--- src/rtl/tcs_pkg.sv ---
// Shared definitions for the timer count-source selector.
// Assumes the divider taps are powers of two, listed from smallest to largest.
package tcs_pkg;
    typedef enum logic [2:0] {
        SRC_OFF      = 3'd0,
        SRC_SYS      = 3'd1,
        SRC_DIV_A    = 3'd2,
        SRC_DIV_B    = 3'd3,
        SRC_DIV_C    = 3'd4,
        SRC_DIV_D    = 3'd5,
        SRC_PIN_FALL = 3'd6,
        SRC_PIN_RISE = 3'd7
    } src_sel_e;

    localparam int TAP_CNT = 4;
    localparam int TAP_LOG2 [TAP_CNT] = '{3, 6, 8, 10};
    localparam int PRESC_W = TAP_LOG2[TAP_CNT-1];
    localparam int SYNC_STAGES = 2;
endpackage

--- src/rtl/tcs_prescaler.sv ---
// Free-running shared divider with power-of-two taps.
// Each tap is high for one cycle whenever the low bits of the counter are all ones,
// which is the cycle just before the counter wraps past a multiple of that divisor.
// Assumes the clear input is synchronous to clk and one cycle wide.
module tcs_prescaler
    import tcs_pkg::*;
#(
    parameter int CNT_W = PRESC_W,
    parameter int N_TAPS = TAP_CNT
) (
    input  logic              clk,
    input  logic              rst_n,
    input  logic              clr_i,
    output logic [N_TAPS-1:0] tap_o
);
    logic [CNT_W-1:0] cnt_q;

    // Count up every cycle; a clear strobe or reset returns to zero.
    always_ff @(posedge clk) begin
        if (!rst_n || clr_i) cnt_q <= '0;
        else                 cnt_q <= cnt_q + 1'b1;
    end

    // One tap per divisor, each watching its own slice of the counter.
    for (genvar g = 0; g < N_TAPS; g++) begin : g_tap
        assign tap_o[g] = &cnt_q[TAP_LOG2[g]-1:0];
    end
endmodule

--- src/rtl/tcs_pin_sync.sv ---
// Brings the raw external pin into the clock domain and flags its edges.
// The synchronizer is a flop chain. A history flop that is always updated
// gives single-cycle rise and fall flags.
// Assumes the pin holds each level for at least two clock cycles.
module tcs_pin_sync
    import tcs_pkg::*;
#(
    parameter int STAGES = SYNC_STAGES
) (
    input  logic clk,
    input  logic rst_n,
    input  logic pin_i,
    output logic rise_o,
    output logic fall_o
);
    logic [STAGES-1:0] sync_q;
    logic              hist_q;
    logic              pin_s;

    assign pin_s = sync_q[STAGES-1];

    // Shift the pin through the synchronizer chain.
    always_ff @(posedge clk) begin
        if (!rst_n) sync_q <= '0;
        else        sync_q <= {sync_q[STAGES-2:0], pin_i};
    end

    // Remember the previous synchronized level under every select code.
    always_ff @(posedge clk) begin
        if (!rst_n) hist_q <= 1'b0;
        else        hist_q <= pin_s;
    end

    assign rise_o =  pin_s & ~hist_q;
    assign fall_o = ~pin_s &  hist_q;
endmodule

--- src/rtl/tcs_src_mux.sv ---
// Combinational choice of the next strobe value from the select code.
// Assumes the tap vector is ordered like select codes SRC_DIV_A upward.
module tcs_src_mux
    import tcs_pkg::*;
#(
    parameter int N_TAPS = TAP_CNT
) (
    input  logic [2:0]        sel_i,
    input  logic [N_TAPS-1:0] tap_i,
    input  logic              rise_i,
    input  logic              fall_i,
    output logic              en_o
);
    // Decode the code into the matching source bit.
    always_comb begin
        en_o = 1'b0;
        if (sel_i == SRC_SYS)      en_o = 1'b1;
        if (sel_i == SRC_PIN_RISE) en_o = rise_i;
        if (sel_i == SRC_PIN_FALL) en_o = fall_i;
        for (int i = 0; i < N_TAPS; i++) begin
            if (sel_i == 3'(int'(SRC_DIV_A) + i)) en_o = tap_i[i];
        end
    end
endmodule

--- src/rtl/tcs_clock_select.sv ---
// Top of the timer count-source selector. It joins the shared divider, the pin
// synchronizer and the source decode, then registers the result into a clean
// one-cycle count-enable strobe.
// Assumes the select code and the clear input are synchronous to clk.
module tcs_clock_select
    import tcs_pkg::*;
(
    input  logic       clk,
    input  logic       rst_n,
    input  logic [2:0] src_sel_i,
    input  logic       presc_clr_i,
    input  logic       ext_pin_i,
    output logic       cnt_en_o
);
    logic [TAP_CNT-1:0] taps;
    logic               pin_rise;
    logic               pin_fall;
    logic               en_d;
    logic               en_q;

    tcs_prescaler #(.CNT_W(PRESC_W), .N_TAPS(TAP_CNT)) i_presc (
        .clk   (clk),
        .rst_n (rst_n),
        .clr_i (presc_clr_i),
        .tap_o (taps)
    );

    tcs_pin_sync #(.STAGES(SYNC_STAGES)) i_sync (
        .clk    (clk),
        .rst_n  (rst_n),
        .pin_i  (ext_pin_i),
        .rise_o (pin_rise),
        .fall_o (pin_fall)
    );

    tcs_src_mux #(.N_TAPS(TAP_CNT)) i_mux (
        .sel_i  (src_sel_i),
        .tap_i  (taps),
        .rise_i (pin_rise),
        .fall_i (pin_fall),
        .en_o   (en_d)
    );

    // Register the selected source so the strobe is free of decode glitches.
    always_ff @(posedge clk) begin
        if (!rst_n) en_q <= 1'b0;
        else        en_q <= en_d;
    end

    assign cnt_en_o = en_q;
endmodule

--- config.mk ---
export PLATFORM = sky130hd
export DESIGN_NAME = tcs_clock_select
export DESIGN_NICKNAME = d
export VERILOG_FILES = /design/src/rtl/tcs_pkg.sv /design/src/rtl/tcs_prescaler.sv /design/src/rtl/tcs_pin_sync.sv /design/src/rtl/tcs_src_mux.sv /design/src/rtl/tcs_clock_select.sv
export SDC_FILE = /design/constraint.sdc
export NUM_CORES = 1
export LEC_CHECK = 0
export BUFFER_PORTS_ARGS = -buffer_cell sky130_fd_sc_hd__buf_2
export CORE_AREA = 2 2 39 41
export CTS_BUF_LIST = sky130_fd_sc_hd__clkbuf_4 sky130_fd_sc_hd__clkbuf_8
export DETAILED_ROUTE_END_ITERATION = 8
export DIE_AREA = 0 0 41 43
export GPL_TIMING_DRIVEN = 0
export HOLD_SLACK_MARGIN = 0.05
export PLACE_DENSITY = 0.67
export SLEW_MARGIN = 20
export SYNTH_ARGS = -nofsm -noshare
export SYNTH_HDL_FRONTEND = slang
export SYNTH_SLANG_ARGS = --single-unit
--- constraint.sdc ---
create_clock -name clk -period 2 [get_ports clk]
set_input_delay 0.2 -clock clk [delete_from_list [all_inputs] [get_ports clk]]
set_output_delay 0.2 -clock clk [all_outputs]
set_load 0.05 [all_outputs]
==> run_results.csv <==
group,metric,value,unit
drt,routed_wirelength,1100,um
pwr,leakagePower,0.268,nW
drt,drt_iter0_markers,12,
layout,final_util,51.8,%
worst_setup_path,start_kind,"flip-flop",
drt,ant_nets,0,
layout,final_nets,89,
worst_setup_path,ff2ff_path_depth,4,
pwr,power.density,736,mW/mm^2
layout,multi_input_area,330,sq um
floorplanning,start_util,45.2,%
place,dpl.hpwl,801,um
worst_setup_path,r2r_start,"i_presc.cnt_q[0]$_SDFF_PP0_",
worst_setup_path,worstPathArrival,1.74,ns
layout,final-seq-area,280,sq um
floorplanning,io_pins,8,
drt,first_pass_iters,4,
worst_setup_path,rrSetupSlack,0.45,ns
worst_setup_path,worst_setup_path_end_kind,"flip-flop",
clock_network,root_buffer,"clkbuf_4",
worst_setup_path,crit_fanout,4,
place,dpl-instance-area,681,sq um
pwr,p_sw_share,22.5,%
sta,min_period,1.55,ns
sta,rsz0062_at_grt,"false",
synth,synth_area,626,sq um
worst_setup_path,criticalPathCategory,"reg2reg",
sta,maxSlewViolCount,0,
layout,fillers,137,
sta,fin_tns_setup,0,ns
clock_network,holdBufCountCts,0,
floorplanning,die_h,43,um
global_routing,grt_pass1_wl,1860,um
worst_setup_path,crit_end,"cnt_en_o$_SDFF_PN0_",
run,cap_viol_max_count,0,
global_routing,grt_start_max_net_pins,11,
drt,wl_met1,558,um
sta,fin_worst_skew,0.00220,ns
clock_network,ctsResizeCount,0,
layout,area_growth,14.6,%
global_routing,antenna_found_initial,0,
drt,routed.top_layer,"met4",
synth,ys_seq_area_share,44.8,%
sta,hold_viol,0,
sta,worst_pin_slew,0.366,ns
floorplanning,fp-row-count,14,
synth,synth_top_area_share,44.8,%
synth,postSynthAreaPerCell,9.20,sq um
synth,ys.warnings.count,0,
drt,avgRoutedWirePerCell,11.6,um
pwr,clkPwrFrac,39.3,%
pwr,power.internal,0.000409,W
sta,setup_ws,0.447,ns
place,dp_slack,0.466,ns
global_routing,grt.total_usage,16.5,%
sta,fmax,644,MHz
worst_setup_path,rr_endpoint,"cnt_en_o$_SDFF_PN0_",
clock_network,cts_sinks,14,
layout,diodes,0,
floorplanning,core,0.00138,sq mm
worst_setup_path,cp.required,2.18,ns
place,port_buffers,7,
pwr,pwr-share-seq,54.3,%
floorplanning,die_w,41,um
clock_network,cts_tree,"yes",
layout,stdcell_count,95,
clock_network,clk_latency,0.29,ns
synth,yosys-top-cells-area,"dfxtp_1 45%, and2_1 5.0%, nand2b_1 5.0%",
drt,routed_via_density,5.36,
synth,synth_cells,68,
sta,period_share,77.6,%
layout,design_area,717,sq um
drt,via_count,509,
drt,met3_length,32,um
floorplanning,dieArea,0.00176,sq mm
place,placedCellCount,91,
synth,ys_types,25,
sta,setup_viol,0,
sta,relSlewSlack,75.6,%
global_routing,grt_overflow,0,
run_status,status,"finished clean",
clock_network,htreeDepth,1,
global_routing,grt_pass1_vias,442,
pwr,combPwrFrac,6.4,%
synth,ys_seq_elements,14,
place,place_congestion,0.687,
drt,wl_met2,471,um
clock_network,cts_buffer_depth,2,
worst_setup_path,crit_start,"i_presc.cnt_q[0]$_SDFF_PP0_",
hold_path,hold_path.class,"in2reg",
pwr,switchingPower,0.000119,W
clock_network,post-cts-setup-buffers,0,
pwr,ir_drop,0.000362,V
layout,drive_above_1_share,15.2,%
clock_network,path_clk_slew,0.08,ns
synth,syn_nets,77,
drt,drc,0,
synth,synth_top_cell_by_area,"dfxtp_1",
clock_network,cts_made_buffers,3,
state kept, by name, summed over array words and instances (netlist names):
| register | flops |
|---|---|
| i_sync.sync_q | 2 |
| i_presc.cnt_q | 10 |
| cnt_en_o | 1 |
| i_sync.hist_q | 1 |
worst max-delay path: stages, from the launching register on:
cell	delay [ns]
dfxtp_1	0.34
ha_1	0.26
ha_1	0.22
a2111o_1	0.37
a32o_1	0.26
per-stage QoR:
stage	hold slack, ns	power (W)
after global routing	0.0987	0.000551
after detailed placement	0.411	0.000327
final	0.115	0.000528
after floorplan	0.322	0.000312
after global placement	0.414	0.000326
after CTS	0.103	0.000539
cell usage after synthesis:
library cell,n
a2111o_1,1
a21oi_1,3
a32o_1,1
and2_1,5
and4b_1,1
dfxtp_1,14
ha_1,2
inv_1,4
mux2i_1,2
nand2_1,4
nand2b_1,5
nand3_1,3
nand3_2,1
nand4_1,1
nand4b_1,1
nor2_1,5
nor2b_1,1
nor3_1,1
nor4_1,2
nor4bb_1,1
o21ai_0,3
o311ai_0,1
o32ai_1,1
or3_1,3
xor2_1,2
final cells by class:
type | instances | area share [%]
repair buffers | 7 | 4.89
well taps | 16 | 2.79
multi-input cells | 50 | 46.1
clock buffers | 4 | 5.06
flip-flops and latches | 14 | 39.1
inverters | 4 | 2.09
power by group through the flow:
stage	clock network (W)	registers (W)	logic, W
6_report	0.000207	0.000287	0.0000339
5_1_grt	0.000227	0.000288	0.0000370
4_1_cts	0.000218	0.000287	0.0000339
3_5_place_dp	0	0.000293	0.0000337
3_3_place_gp	0	0.000293	0.0000326
2_1_floorplan	0	0.000297	0.0000154
cell families after synthesis:
| logic type | share of synthesized area [%] |
|---|---|
| simple gates | 31.8 |
| flops | 44.8 |
| compound gates | 11.0 |
| buf+inv | 2.40 |
| xor+xnor | 2.80 |
| mux | 3.20 |
| fa+ha+maj | 4.00 |
worst min path at each step:
| stage | start | cells past startpoint | endpoint |
|---|---|---|---|
| 6_report | ext_pin_i | 2 | i_sync.sync_q[0]$_SDFF_PN0_ |
| 5_1_grt | ext_pin_i | 2 | i_sync.sync_q[0]$_SDFF_PN0_ |
| 4_1_cts | ext_pin_i | 2 | i_sync.sync_q[0]$_SDFF_PN0_ |
| 3_5_place_dp | ext_pin_i | 2 | i_sync.sync_q[0]$_SDFF_PN0_ |
| 3_3_place_gp | ext_pin_i | 2 | i_sync.sync_q[0]$_SDFF_PN0_ |
| 2_1_floorplan | rst_n | 1 | i_sync.sync_q[0]$_SDFF_PN0_ |
cells in the final DEF (no fill, tap or decap):
master / instances
a2111o_1: 1
a21oi_1: 3
a32o_1: 1
and2_1: 5
and4b_1: 1
buf_2: 7
clkbuf_4: 3
clkbuf_8: 1
dfxtp_1: 14
ha_1: 2
inv_1: 4
mux2i_1: 2
nand2_1: 4
nand2b_1: 5
nand3_1: 3
nand3_2: 1
nand4_1: 1
nand4b_1: 1
nor2_1: 5
nor2b_1: 1
nor3_1: 1
nor4_1: 2
nor4bb_1: 1
o21ai_0: 3
o311ai_0: 1
o32ai_1: 1
or3_1: 3
xor2_1: 2
per-layer routing:
metal | GRT usage, % | vias up
met3 | 4.71 | 5
met5 | 0 | -
met4 | 14.0 | 0
met1 | 21.7 | 232
li1 | - | 266
met2 | 20.9 | 6
Note: power is estimated with default switching activity, not from simulation.
